**config.mk**
```make
export PLATFORM = sky130hd
export DESIGN_NAME = burst_col_seq
export DESIGN_NICKNAME = d
export VERILOG_FILES = /design/src/rtl/burst_seq_pkg.sv /design/src/rtl/burst_mode_dec.sv /design/src/rtl/burst_beat_ctr.sv /design/src/rtl/burst_col_gen.sv /design/src/rtl/burst_ctrl.sv /design/src/rtl/burst_col_seq.sv
export SDC_FILE = /design/constraint.sdc
export NUM_CORES = 1
export LEC_CHECK = 0
export ABC_CLOCK_PERIOD_IN_PS = 5680
export BUFFER_PORTS_ARGS = -buffer_cell sky130_fd_sc_hd__buf_2
export CAP_MARGIN = 15
export CORE_MARGIN = 3
export CORE_UTILIZATION = 55
export CTS_BUF_LIST = sky130_fd_sc_hd__clkbuf_8
export CTS_CLUSTER_SIZE = 10
export DETAILED_ROUTE_END_ITERATION = 8
export PLACE_DENSITY_LB_ADDON = 0.15
export SLEW_MARGIN = 20
export SYNTH_ARGS = -nofsm -noshare
export SYNTH_HDL_FRONTEND = slang
export SYNTH_SLANG_ARGS = --single-unit
```
**constraint.sdc**
```tcl
create_clock -name clk_i -period 5.68 [get_ports clk_i]
set_input_delay 1.136 -clock clk_i [delete_from_list [all_inputs] [get_ports clk_i]]
set_output_delay 1.136 -clock clk_i [all_outputs]
set_load 0.02 [all_outputs]
```
**src/rtl/burst_seq_pkg.sv**
```systemverilog
package burst_seq_pkg;
  localparam logic [2:0] BLC_1    = 3'd0;
  localparam logic [2:0] BLC_2    = 3'd1;
  localparam logic [2:0] BLC_4    = 3'd2;
  localparam logic [2:0] BLC_8    = 3'd3;
  localparam logic [2:0] BLC_FULL = 3'd7;

  typedef enum logic {ORD_SEQ = 1'b0, ORD_ILV = 1'b1} order_e;

  typedef struct packed {
    logic [2:0] code;
    order_e     order;
  } burst_mode_t;
endpackage

```
**src/rtl/burst_mode_dec.sv**
```systemverilog
module burst_mode_dec
  import burst_seq_pkg::*;
#(
  parameter int COL_W = 8
) (
  input  burst_mode_t      mode_i,
  output logic [COL_W-1:0] mask_o,
  output logic             full_o
);
  localparam int LG_W = $clog2(COL_W + 1);

  logic [LG_W-1:0] lg;

  always_comb begin
    full_o = 1'b0;
    unique case (mode_i.code)
      BLC_2:    lg = LG_W'(1);
      BLC_4:    lg = LG_W'(2);
      BLC_8:    lg = LG_W'(3);
      BLC_FULL: begin
        // interleave cannot run full page: fall back to 8
        if (mode_i.order == ORD_ILV) lg = LG_W'(3);
        else begin
          lg     = LG_W'(COL_W);
          full_o = 1'b1;
        end
      end
      default:  lg = '0;
    endcase
  end

  always_comb begin
    if (full_o) mask_o = '1;
    else        mask_o = (COL_W'(1) << lg) - COL_W'(1);
  end
endmodule

```
**src/rtl/burst_beat_ctr.sv**
```systemverilog
module burst_beat_ctr #(
  parameter int COL_W = 8
) (
  input  logic             clk_i,
  input  logic             rst_ni,
  input  logic             clr_i,
  input  logic             inc_i,
  output logic [COL_W-1:0] beat_o
);
  always_ff @(posedge clk_i or negedge rst_ni) begin
    if (!rst_ni)    beat_o <= '0;
    else if (clr_i) beat_o <= '0;
    else if (inc_i) beat_o <= beat_o + COL_W'(1);
  end
endmodule

```
**src/rtl/burst_col_gen.sv**
```systemverilog
module burst_col_gen #(
  parameter int COL_W = 8
) (
  input  logic [COL_W-1:0] base_i,
  input  logic [COL_W-1:0] beat_i,
  input  logic [COL_W-1:0] mask_i,
  input  logic             ilv_i,
  output logic [COL_W-1:0] col_o
);
  logic [COL_W-1:0] sum;
  assign sum = base_i + beat_i;

  for (genvar b = 0; b < COL_W; b++) begin : g_bit
    assign col_o[b] = mask_i[b] ? (ilv_i ? (base_i[b] ^ beat_i[b]) : sum[b])
                                : base_i[b];
  end
endmodule

```
**src/rtl/burst_ctrl.sv**
```systemverilog
module burst_ctrl
  import burst_seq_pkg::*;
#(
  parameter int COL_W = 8
) (
  input  logic             clk_i,
  input  logic             rst_ni,
  input  burst_mode_t      mode_i,
  input  logic             start_i,
  input  logic [COL_W-1:0] start_col_i,
  input  logic             advance_i,
  input  logic             term_i,
  input  logic             restart_i,
  input  logic             last_i,
  output logic             valid_o,
  output logic [COL_W-1:0] base_o,
  output burst_mode_t      mode_o,
  output logic             clr_o,
  output logic             inc_o
);
  logic load, finish;

  assign load   = !term_i && (start_i || (restart_i && valid_o));
  assign finish = valid_o && advance_i && last_i;
  assign clr_o  = load || term_i;
  assign inc_o  = valid_o && advance_i && !last_i;

  always_ff @(posedge clk_i or negedge rst_ni) begin
    if (!rst_ni) begin
      valid_o <= 1'b0;
      base_o  <= '0;
      mode_o  <= '0;
    end else begin
      if (term_i)      valid_o <= 1'b0;
      else if (load)   valid_o <= 1'b1;
      else if (finish) valid_o <= 1'b0;
      if (load) begin
        base_o <= start_col_i;
        mode_o <= mode_i;
      end
    end
  end
endmodule

```
**src/rtl/burst_col_seq.sv**
```systemverilog
module burst_col_seq
  import burst_seq_pkg::*;
#(
  parameter int COL_W = 8
) (
  input  logic             clk_i,
  input  logic             rst_ni,
  input  logic [2:0]       bl_code_i,
  input  logic             burst_type_i,
  input  logic             start_i,
  input  logic [COL_W-1:0] start_col_i,
  input  logic             advance_i,
  input  logic             term_i,
  input  logic             restart_i,
  output logic [COL_W-1:0] col_o,
  output logic             valid_o,
  output logic             last_o
);
  burst_mode_t      mode_in, mode_q;
  logic [COL_W-1:0] base_q, beat_q, mask, col_raw;
  logic             full, clr, inc, valid_q, last_int;

  assign mode_in.code  = bl_code_i;
  assign mode_in.order = order_e'(burst_type_i);

  burst_ctrl #(.COL_W(COL_W)) u_ctrl (
    .clk_i, .rst_ni, .mode_i(mode_in), .start_i, .start_col_i,
    .advance_i, .term_i, .restart_i, .last_i(last_int),
    .valid_o(valid_q), .base_o(base_q), .mode_o(mode_q),
    .clr_o(clr), .inc_o(inc)
  );

  burst_mode_dec #(.COL_W(COL_W)) u_dec (
    .mode_i(mode_q), .mask_o(mask), .full_o(full)
  );

  burst_beat_ctr #(.COL_W(COL_W)) u_beat (
    .clk_i, .rst_ni, .clr_i(clr), .inc_i(inc), .beat_o(beat_q)
  );

  burst_col_gen #(.COL_W(COL_W)) u_gen (
    .base_i(base_q), .beat_i(beat_q), .mask_i(mask),
    .ilv_i(mode_q.order == ORD_ILV), .col_o(col_raw)
  );

  assign last_int = valid_q && !full && (beat_q == mask);
  assign last_o   = last_int;
  assign valid_o  = valid_q;
  assign col_o    = valid_q ? col_raw : '0;
endmodule

```
### After elaboration in Yosys (flattened, before gate mapping)

Cells that the tools add are included.

| word-level totals | value |
|---|---|
| register bits after elaboration | 21 |
| bits of input ports | 18 |
| output and inout bits | 10 |
| logic and storage cells | 63 |

| cells by class | value |
|---|---|
| $add $sub $neg | 3 |
| equal/unequal tests | 5 |
| shift operators | 1 |
| mux-type cells | 27 |
| bitwise gates (word level) | 8 |
| reductions and logical operators | 14 |

Operators by type and width:

| kind | number |
|---|---|
| $mux W8 | 4 |
| $mux W1 | 21 |
| $pmux W4 S4 | 1 |
| $add A8 B1 Y8 const B | 1 |
| $add A8 B8 Y8 | 1 |
| $eq A8 B8 Y1 | 1 |
| $shl A1 B4 Y8 const A | 1 |
| $sub A8 B2 Y8 const B | 1 |
| $xor A1 B1 Y1 | 8 |
| $logic_and A1 B1 Y1 | 7 |
| $eq A3 B2 Y1 const B | 2 |
| $mux W4 | 1 |
| $eq A3 B1 Y1 const B | 1 |
| $eq A3 B3 Y1 const B | 1 |
| $logic_not A1 Y1 | 3 |
| $reduce_bool A3 Y1 | 1 |
| $logic_or A1 B1 Y1 | 2 |
| $reduce_bool A2 Y1 | 1 |

### Depth between registers and ports, before layout

Gate-level depths: netlist (run 1).

| logic depth | value |
|---|---|
| word-level depth | 11 |
| depth in mapped cells | 9 |

### Modules after synthesis

From an unflattened synthesis (run 1), not the netlist that was laid out.

| unflattened totals | value |
|---|---|
| cells, all modules | 190 |
| area, all modules | 1750.4 um2 |

By module, submodules not included:

| module | times used | cells an instance | area each (um2) | seq. area each (um2) |
|---|---|---|---|---|
| burst_ctrl | 1 | 62 | 706.9 | 325.3 |
| burst_col_gen | 1 | 61 | 417.9 | 0.0 |
| burst_beat_ctr | 1 | 37 | 396.6 | 200.2 |
| burst_col_seq | 1 | 20 | 148.9 | 0.0 |
| burst_mode_dec | 1 | 10 | 80.1 | 0.0 |

### Worst setup path after synthesis (run 1)

Ideal clock, no wire load.

| timing path | value |
|---|---|
| kind | reg-to-output |
| start point | register u_beat.beat_o[0] |
| end point | output col_o[6] |
| arrival time | 2.117 ns |
| path slack | 2.427 ns |
| cell stages (with the launch flop) | 8 |
| buffers on the path | 0 |
| cell sequence | dfrtp_1 > ha_1 > fa_1 > a21o_1 > a21oi_1 > o21ai_0 > or4_1 > nand4_1 |

| between the ends | value |
|---|---|
| word-level cells in the longest chain between the ends | 4 |

RTL lines:

| what | line | source |
|---|---|---|
| start: declaration | burst_beat_ctr.sv:8 | `output logic [COL_W-1:0] beat_o` |
| start signal: assignment | burst_beat_ctr.sv:13 | `else if (inc_i) beat_o <= beat_o + COL_W'(1);` |
| $add A8 B8 Y8 | burst_col_gen.sv:11 | `assign sum = base_i + beat_i;` |
| $mux W1 (2 in series) | burst_col_gen.sv:14 | `assign col_o[b] = mask_i[b] ? (ilv_i ? (base_i[b] ^ beat_i[b]) : sum[b])` |
| $mux W8 | burst_col_seq.sv:49 | `assign col_o = valid_q ? col_raw : '0;` |
| end: declaration | burst_col_seq.sv:15 | `output logic [COL_W-1:0] col_o,` |

No other way between the ends.

### Worst setup path after layout (run 1)

Same ends and word-level chain as after synthesis.

==> results of run 1 <==
-- power groups by stage --
stage          logic (W)  registers [W]  clock network, W
5_1_grt         0.000168       0.000192          0.000112
6_report        0.000153       0.000188          0.000103
2_1_floorplan   0.000130       0.000179                 0
4_1_cts         0.000154       0.000188          0.000106
3_5_place_dp    0.000153       0.000191                 0
3_3_place_gp    0.000150       0.000190                 0
-- worst max path at each step --
stage | from | to | slack (ns) | cells past startpoint
after floorplan | u_beat.beat_o[0] | col_o[6] | 2.43 | 7
after global placement | u_beat.beat_o[0] | col_o[6] | 2.30 | 8
after detailed placement | u_beat.beat_o[0] | col_o[6] | 2.19 | 8
after CTS | u_beat.beat_o[0] | col_o[6] | 1.86 | 8
after global routing | u_beat.beat_o[0] | col_o[6] | 1.71 | 8
final | u_beat.beat_o[0] | col_o[6] | 1.86 | 8
-- through the flow --
stage	hold slack, ns	power, W	std cells
after floorplan	0.4957	0.0003094	158
after CTS	0.5547	0.0004481	214
after global routing	0.5757	0.0004714	214
after detailed placement	0.5382	0.0003449	210
after global placement	0.5200	0.0003401	210
final	0.5499	0.0004446	214
-- area by class of cell --
class	count	area (sq um)
clock buffer	3	41.29
multi-input combinational	131	974.7
timing repair buffer	27	135.1
sequential	21	525.5
clock inverter	1	7.507
fill	219	842.1
tap	30	37.54
inverter	1	3.754
-- cells by family (layout without fill, tap and decap cells) --
| logic type | Yosys count | count (layout) | share of synthesized area (%) |
|---|---|---|---|
| and+or+nand+nor | 55 | 55 | 20.81 |
| muxes | 15 | 15 | 10.73 |
| AOI/OAI and AO/OA | 42 | 42 | 17.89 |
| xor gates and xnor gates | 9 | 9 | 5.122 |
| adders and majority gates | 10 | 10 | 8.618 |
| buffers and inverters | 6 | 32 | 2.683 |
| DFF | 21 | 21 | 34.15 |
-- sequential cells by signal, summed over array words and instances, names as in the netlist --
register	count
u_ctrl.valid_o	1
u_ctrl.mode_o	4
u_ctrl.base_o	8
u_beat.beat_o	8
-- layer usage --
layer / part of all wire (%) / GRT usage, %
met1: 45 / 25.17
met2: 49 / 35.65
met3: 4.9 / 5.044
met4: 0.88 / 5.178
met5: 0 / 0
-- cell usage in the layout (no fill, tap or decap), types with 2 or more instances in the layout --
cell type,count
nor2b_1,3
nand4_1,3
nor2_1,8
and3_1,5
nor3b_1,2
buf_2,27
mux2i_1,3
xnor2_1,4
a21o_1,4
o21ai_0,10
xor2_1,5
o21a_1,3
ha_1,9
nand4b_1,2
or3_1,5
mux2_2,12
nand3_1,3
dfrtp_1,21
a21oi_1,14
nand2_1,12
o21ai_1,2
clkbuf_8,3
and2_1,3
==> summary.txt, run 1 <==
CP max stage delay - 0.48 ns
pwr/cell area - 257.7 nW/um^2
crit-path cells - ha_1 > fa_1 > a21o_1 > a21oi_1 > o21ai_0 > or4_1 > nand4_1 > buf_2
Unique masters post-synth - 43
# port buffers - 27
R2R Setup Slk - 3.26 ns
Synth area leaders - dfrtp_1 34%, mux2_2 8.8%, ha_1 7.3%
Synth Flop Type - dfrtp_1
Starting Density - 59.94%
via count - 1260
Ports - 28
1st-iter DRT viols - 38
CP Buf/Inv Count - 1
proportion of layout cells with a drive suffix above 1 - 26.09%
post-route ant nets - 0
R2R Path End - u_ctrl.valid_o
LEAKAGE - 0.8104 nW
register area share after synthesis - 34.15%
Relative slew margins - 53.88%
hold worst-path end - u_ctrl.base_o[4]
Post-synth EDFFs - 0
Worst EP arrival - 2.68 ns
grt ovf - 0
Mapped Area - 1539 sq um
Final WS setup - 1.863 ns
GP Congestion - 0.8760
HPWL after DPL - 2468 um
skew final - 0.005455 ns
Reg2Reg Depth - 7
hold path depth - 1
Crit Reg-Reg Startpoint - u_ctrl.mode_o[1]
initial antenna violation count - 0
Comb power frac - 34.5%
CP max stage cell - or4_1
CTS tree - built
Synth Instances - 158
post-CTS sizing - 0
Slew @ Worst Pin - 0.6910 ns
H-Tree Depth - 1
Synth warnings - 0
CTS root buffer - clkbuf_8
cts hold-fix bufs - 0
Synth area leader - dfrtp_1
Tcrit/Tclk final - 67.20%
Die ar. - 3469 sq um
synthesized net count - 186
count leader, synth - dfrtp_1
CP max FO - 7
Post-synth ARST share - 100.0%
clock network power share - 23.2%
row cnt - 18
Sw Share - 35.45%
clock sinks - 21
Seq pwr share - 42.3%
vias in the first global route - 1238
Max Cap Viol - 0
final instance area - 1725 sq um
Worst VDD drop - 0.2136 mV
critical path class - reg -> out
Psw - 0.0001576 W
Setup TNS Final - 0 ns
Max Slew Vio Count - 0
final hold violations - 0
first drt pass iteration count - 4
ant diodes - 0
drt wl/cell - 15.35 um
commonest cells in the netlist - 21 x dfrtp_1, 14 x a21oi_1, 12 x mux2_2, 12 x nand2_1, 10 x o21ai_0
Pint - 0.0002870 W
detailed-route DRC error count - 0
Finish-stage setup viols - 0
clk_lat worst skew - 0.27 ns
min cycle time layout - 3.817 ns
routed vias/inst - 5.888
Post-CTS Setup Bufs - 0
RSZ-0062 raised after global routing - false
#FFs+latches synth - 21
largest net degree at the start of global routing - 22
CTS max path bufs - 2
GRT Total Usage - 20.47%
status - finished clean
Core Footprint - 2567 sq um
worst min path class - reg -> reg
min-delay src - u_ctrl.base_o[4]
cell family with most CP delay - adder cells
Die W - 58.90 um
top cell type's share of synthesized area - 34.15%
FMAX - 262.0 MHz
Post-Place Cell Area - 1674 sq um
first-pass GRT wire length - 5416 um
Post-Route WL - 3285 um
Synth Area per Inst - 9.740 sq um
CTS Buf Count - 3
final core area utilization - 67.20%
# nets final - 213
Critical Path Sink Type - output pin
Die Height - 58.90 um
Setup WS pre-CTS - 2.187 ns
Worst-path clk slew - 0.08 ns
Area growth, synth to finish - 12.11%
Startpoint Class - register
Critical Path RT - 4.54 ns
Power figures use the tool's default switching activity.
==> run 2, diff against run 1 <==
Settings changed: ABC_AREA set to 1, ABC_CLOCK_PERIOD_IN_PS 5680 to 3740.
Clock period 5.68 ns to 3.74 ns, I/O delays scaled along.
==> summary.txt, run 2 <==
first drt pass iteration count - 4
post-route ant nets - 0
DP Cell Count - 273
Tcrit/Tclk final - 78.05%
CTS max path bufs - 2
GRT Total Usage - 21.70%
clock sinks - 21
largest net degree at the start of global routing - 22
Area growth, synth to finish - 11.80%
worst min path class - in -> async
ant diodes - 0
initial antenna violation count - 0
final hold violations - 0
Max Slew Vio Count - 0
commonest non-fill, non-tap cell in the layout - nand2_1
clk_lat worst skew - 0.27 ns
GP Congestion - 0.9138
Comb power frac - 36.2%
commonest non-fill, non-tap cells in the layout - 51 x nand2_1, 28 x inv_1, 27 x buf_2, 21 x dfrtp_1, 15 x a21oi_1
RSZ-0062 raised after global routing - false
Worst-path clk slew - 0.09 ns
Synth Flop Type - dfrtp_1
Critical Path RT - 2.99 ns
register area share after synthesis - 31.56%
Die W - 61.03 um
H-Tree Depth - 1
detailed-route DRC error count - 0
FMAX - 342.6 MHz
LEAKAGE - 1.017 nW
critical path class - reg -> out
1st-iter DRT viols - 37
Starting Density - 58.87%
Seq pwr share - 40.0%
final instance count without filler cells - 277
count leader, synth - nand2_1
Startpoint Class - register
Mapped Area - 1665 sq um
Relative slew margins - 63.57%
# nets final - 275
first-pass GRT wire length - 6134 um
Synth warnings - 0
CP max FO - 10
Synth area leader - dfrtp_1
Tot Pwr - 0.0006810 W
Die Height - 61.03 um
Post-Route WL - 3594 um
grt ovf - 0
CTS tree - built
Finish-stage setup viols - 0
Synth Instances - 219
via count - 1547
CTS Buf Count - 3
CP Buf/Inv Count - 4
Max Cap Viol - 0
tightest hold margin - 0.4264 ns
Final WS setup - 0.8211 ns
top cell type's share of synthesized area - 31.56%
Setup TNS Final - 0 ns
pwr/cell area - 365.8 nW/um^2
Synth Area per Inst - 7.604 sq um
cell family with most CP delay - simple AND/OR/NAND/NOR gates
Critical Path Sink Type - output pin
Post-synth EDFFs - 0
min cycle time layout - 2.919 ns
Worst EP arrival - 2.17 ns
proportion of layout cells with a drive suffix above 1 - 22.76%
HPWL after DPL - 2794 um
skew final - 0.006163 ns
crit-path cells - inv_1 > nand3_2 > nand3_2 > ha_1 > inv_1 > a21oi_1 > nand2_1 > nor3_4 > nand3_4 > inv_2 > buf_2
Synth area leaders - dfrtp_1 32%, nand2_1 11%, ha_1 6.8%
# port buffers - 27
commonest cells in the netlist - 51 x nand2_1, 28 x inv_1, 21 x dfrtp_1, 15 x a21oi_1
Sw Share - 38.87%
synthesized net count - 247
vias in the first global route - 1439
#FFs+latches synth - 21
Ports - 28
Core Footprint - 2829 sq um
Die ar. - 3724 sq um
Psw - 0.0002647 W
post-CTS sizing - 0
Post-CTS Setup Bufs - 0
routed vias/inst - 5.585
status - finished clean
Worst VDD drop - 0.2362 mV
row cnt - 19
Pint - 0.0004163 W
clock network power share - 23.8%
drt wl/cell - 12.97 um
Setup WS pre-CTS - 1.111 ns
biggest regs - u_beat.beat_o: 8 flops, u_ctrl.base_o: 8 flops, u_ctrl.mode_o: 4 flops
CP max stage cell - dfrtp_1
Slew @ Worst Pin - 0.5458 ns
cts hold-fix bufs - 0
CTS root buffer - clkbuf_8
Unique masters post-synth - 30
CP max stage delay - 0.40 ns
Post-synth ARST share - 100.0%
run 2: final timing paths:
kind,from,end,slack (ns),cells past startpoint
setup / recovery,u_ctrl.mode_o[2],last_o,0.82,11
max in group asynchronous,rst_ni,u_ctrl.base_o[6],2.98,1
hold / removal,rst_ni,u_beat.beat_o[5],0.43,1
setup reg to reg,u_ctrl.mode_o[2],u_beat.beat_o[0],1.73,12
min in group clk_i,u_ctrl.base_o[5],u_ctrl.base_o[5],0.54,1
hold reg to reg,u_ctrl.base_o[5],u_ctrl.base_o[5],0.54,1
run 2: through the flow:
step,area [sq um],utilization [%]
final,1862,65.81
after global placement,1813,64.09
after floorplan,1665,-
after detailed placement,1813,64.09
after CTS,1862,65.81
after global routing,1862,65.81
run 2: area by class of cell:
cell class                      instances  area [sq um]
Fill cell                             264         967.2
Timing Repair Buffer                   27         135.1
Clock buffer                            3         41.29
Sequential cell                        21         525.5
Multi-Input combinational cell        162         993.5
Tap cell                               31         38.79
Inverter                               32         120.1
Clock inverter                          1         7.507
run 2: power groups by stage:
stage | sequential (W) | clock (W) | combinational (W)
after detailed placement | 0.000277 | 0 | 0.000247
final | 0.000272 | 0.000162 | 0.000246
after global placement | 0.000277 | 0 | 0.000243
after global routing | 0.000277 | 0.000170 | 0.000278
after CTS | 0.000273 | 0.000160 | 0.000248
after floorplan | 0.000270 | 0 | 0.000190
run 2: logic make-up (layout without fill, tap and decap cells):
logic type                 Yosys count  count (layout)  share of synthesized area (%)
AOI/OAI and AO/OA                   25              25                          7.888
DFF                                 21              21                          31.55
xor gates and xnor gates            10              10                          5.260
buffers and inverters               36              63                          8.790
and+or+nand+nor                    109             109                          33.13
adders and majority gates           10              10                          7.964
muxes                                8               8                          5.410
run 2: metal layers:
layer	vias up	part of all wire [%]	GRT usage (%)
met5	-	0	0
met4	0	2.2	6.192
met3	8	4.9	3.983
met2	39	48	37.01
met1	715	45	28.10
li1	785	-	-
==> run 3, diff against run 2 <==
Settings changed: ABC_AREA 1 to 0, ABC_CLOCK_PERIOD_IN_PS 3740 to 2600, CORE_UTILIZATION 55 to 52.
Clock period 3.74 ns to 2.6 ns, I/O delays scaled along.
==> summary.txt, run 3 (synthesis gave the netlist of run 1 again) <==
Ports - 28
# nets final - 242
Critical Path Sink Type - output pin
CTS tree - built
commonest non-fill, non-tap cell in the layout - buf_4
Area growth, synth to finish - 37.07%
crit-path cells - ha_2 > fa_2 > a21o_1 > a21oi_2 > o21ai_1 > or4_1 > nand4_1 > buf_6
Worst VDD drop - 0.4257 mV
Core Footprint - 2781 sq um
row cnt - 19
min cycle time layout - 2.820 ns
commonest non-fill, non-tap cells in the layout - 31 x buf_4, 21 x buf_2, 19 x dfrtp_1
Die W - 60.40 um
drt wl/cell - 17.50 um
Final WS setup - -0.2200 ns
Worst-path clk slew - 0.08 ns
critical path launch point - u_beat.beat_o[0]
area of the multi-input gates - 1111 sq um
final hold violations - 0
clock sinks - 21
cell family with most CP delay - adder cells
Die ar. - 3648 sq um
detailed-route DRC error count - 0
Startpoint Class - register
routed vias/inst - 5.975
ant diodes - 0
RSZ-0062 raised after global routing - true
Starting Density - 55.33%
1st-iter DRT viols - 54
cts hold-fix bufs - 0
sequential cell area - 528.0 sq um
CTS Buf Count - 3
CP Buf/Inv Count - 1
tightest hold margin - 0.2162 ns
CP max stage cell - or4_1
pwr/cell area - 538.6 nW/um^2
vias in the first global route - 1468
clk_lat worst skew - 0.26 ns
Max Cap Viol - 0
CTS max path bufs - 2
biggest regs - u_beat.beat_o: 8 flops, u_ctrl.base_o: 8 flops, u_ctrl.mode_o: 4 flops
Reg2Reg Depth - 9
Max Slew Vio Count - 0
largest net degree at the start of global routing - 22
Post-Route WL - 4270 um
critical path class - reg -> out
Crit Reg-Reg Startpoint - u_ctrl.mode_o[1]
GRT Total Usage - 24.38%
skew final - 0.006480 ns
CP max FO - 2
LEAKAGE - 0.9722 nW
CP Depth - 8
Finish-stage setup viols - 4
GP Congestion - 0.8547
Worst EP arrival - 2.30 ns
status - complete, but fails checks
FMAX - 354.6 MHz
Setup TNS Final - -0.6441 ns
HPWL after DPL - 2869 um
initial antenna violation count - 0
# fillers - 194
first drt pass iteration count - 4
Relative slew margins - 66.18%
R2R Setup Slk - 0.26 ns
proportion of layout cells with a drive suffix above 1 - 43.66%
worst min path class - in -> async
Critical Path RT - 2.08 ns
# port buffers - 27
via count - 1458
failing checks - negative setup slack
Setup WS pre-CTS - -0.06253 ns
Die Height - 60.40 um
Tcrit/Tclk final - 108.5%
crit path to - col_o[6]
post-route ant nets - 0
Slew @ Worst Pin - 0.5073 ns
H-Tree Depth - 1
CTS root buffer - clkbuf_8
grt ovf - 0
first-pass GRT wire length - 6617 um
R2R Path End - u_ctrl.valid_o
CP max stage delay - 0.42 ns
==> run 3: cell types whose count changed in the layout (fill, tap and decap cells not counted), sizes merged, moves of 6 or more <==
| cell | delta |
|---|---|
| nand2 | -43 |
| buf | +29 |
| inv | -29 |
| nand3 | -15 |
| nand4 | -11 |
| nor3 | -6 |
| or3 | +6 |
==> run 3: power by group <==
part,switching [W],internal (W),total (W),leakage (nW)
sequential,0.0000431,0.000360,0.000403,0.261
clock,0.000113,0.000105,0.000218,0.0269
combinational,0.000246,0.000268,0.000515,0.684
==> run 3: timing repair <==
action	4_1_cts	5_1_grt
setup endpoints to repair	6	7
pin swaps	18	8
resized for setup	23	12
hold endpoints to repair	0	0
buffers inserted	8	4
==> run 3: final cells by class <==
cell class / count / area share [%]
clock inverters: 1 / 0.1779
multi-input cells: 131 / 52.67
inverters: 1 / 0.1779
repair buffers: 56 / 18.15
well taps: 31 / 1.839
clock buffers: 3 / 1.957
flip-flops and latches: 21 / 25.03
==> run 3: layer usage <==
layer	wire [um]	track usage, %	part of all wire (%)
met4	52	8.544	1.2
met5	0	0	0
met1	1882	30.45	44
met2	2164	43.06	51
met3	171	3.191	4.0
==> run 3: per-stage QoR <==
stage,std cells,util [%],instance area [sq um],power (W)
6_report,244,75.84,2110,0.001136
5_1_grt,244,75.84,2110,0.001198
3_5_place_dp,228,65.05,1809,0.0007938
4_1_cts,240,72.96,2029,0.001077
2_1_floorplan,158,-,1545,0.0006768
3_3_place_gp,228,65.05,1809,0.0007803
==> run 3: worst min-delay path by stage <==
stage,start,to,slack (ns),cells past startpoint
final,rst_ni,u_ctrl.mode_o[1],0.22,1
after global routing,rst_ni,u_ctrl.mode_o[1],0.24,1
after CTS,rst_ni,u_ctrl.mode_o[1],0.23,1
after detailed placement,rst_ni,u_ctrl.base_o[3],0.52,1
after global placement,rst_ni,u_ctrl.base_o[3],0.51,1
after floorplan,rst_ni,u_beat.beat_o[0],0.22,0
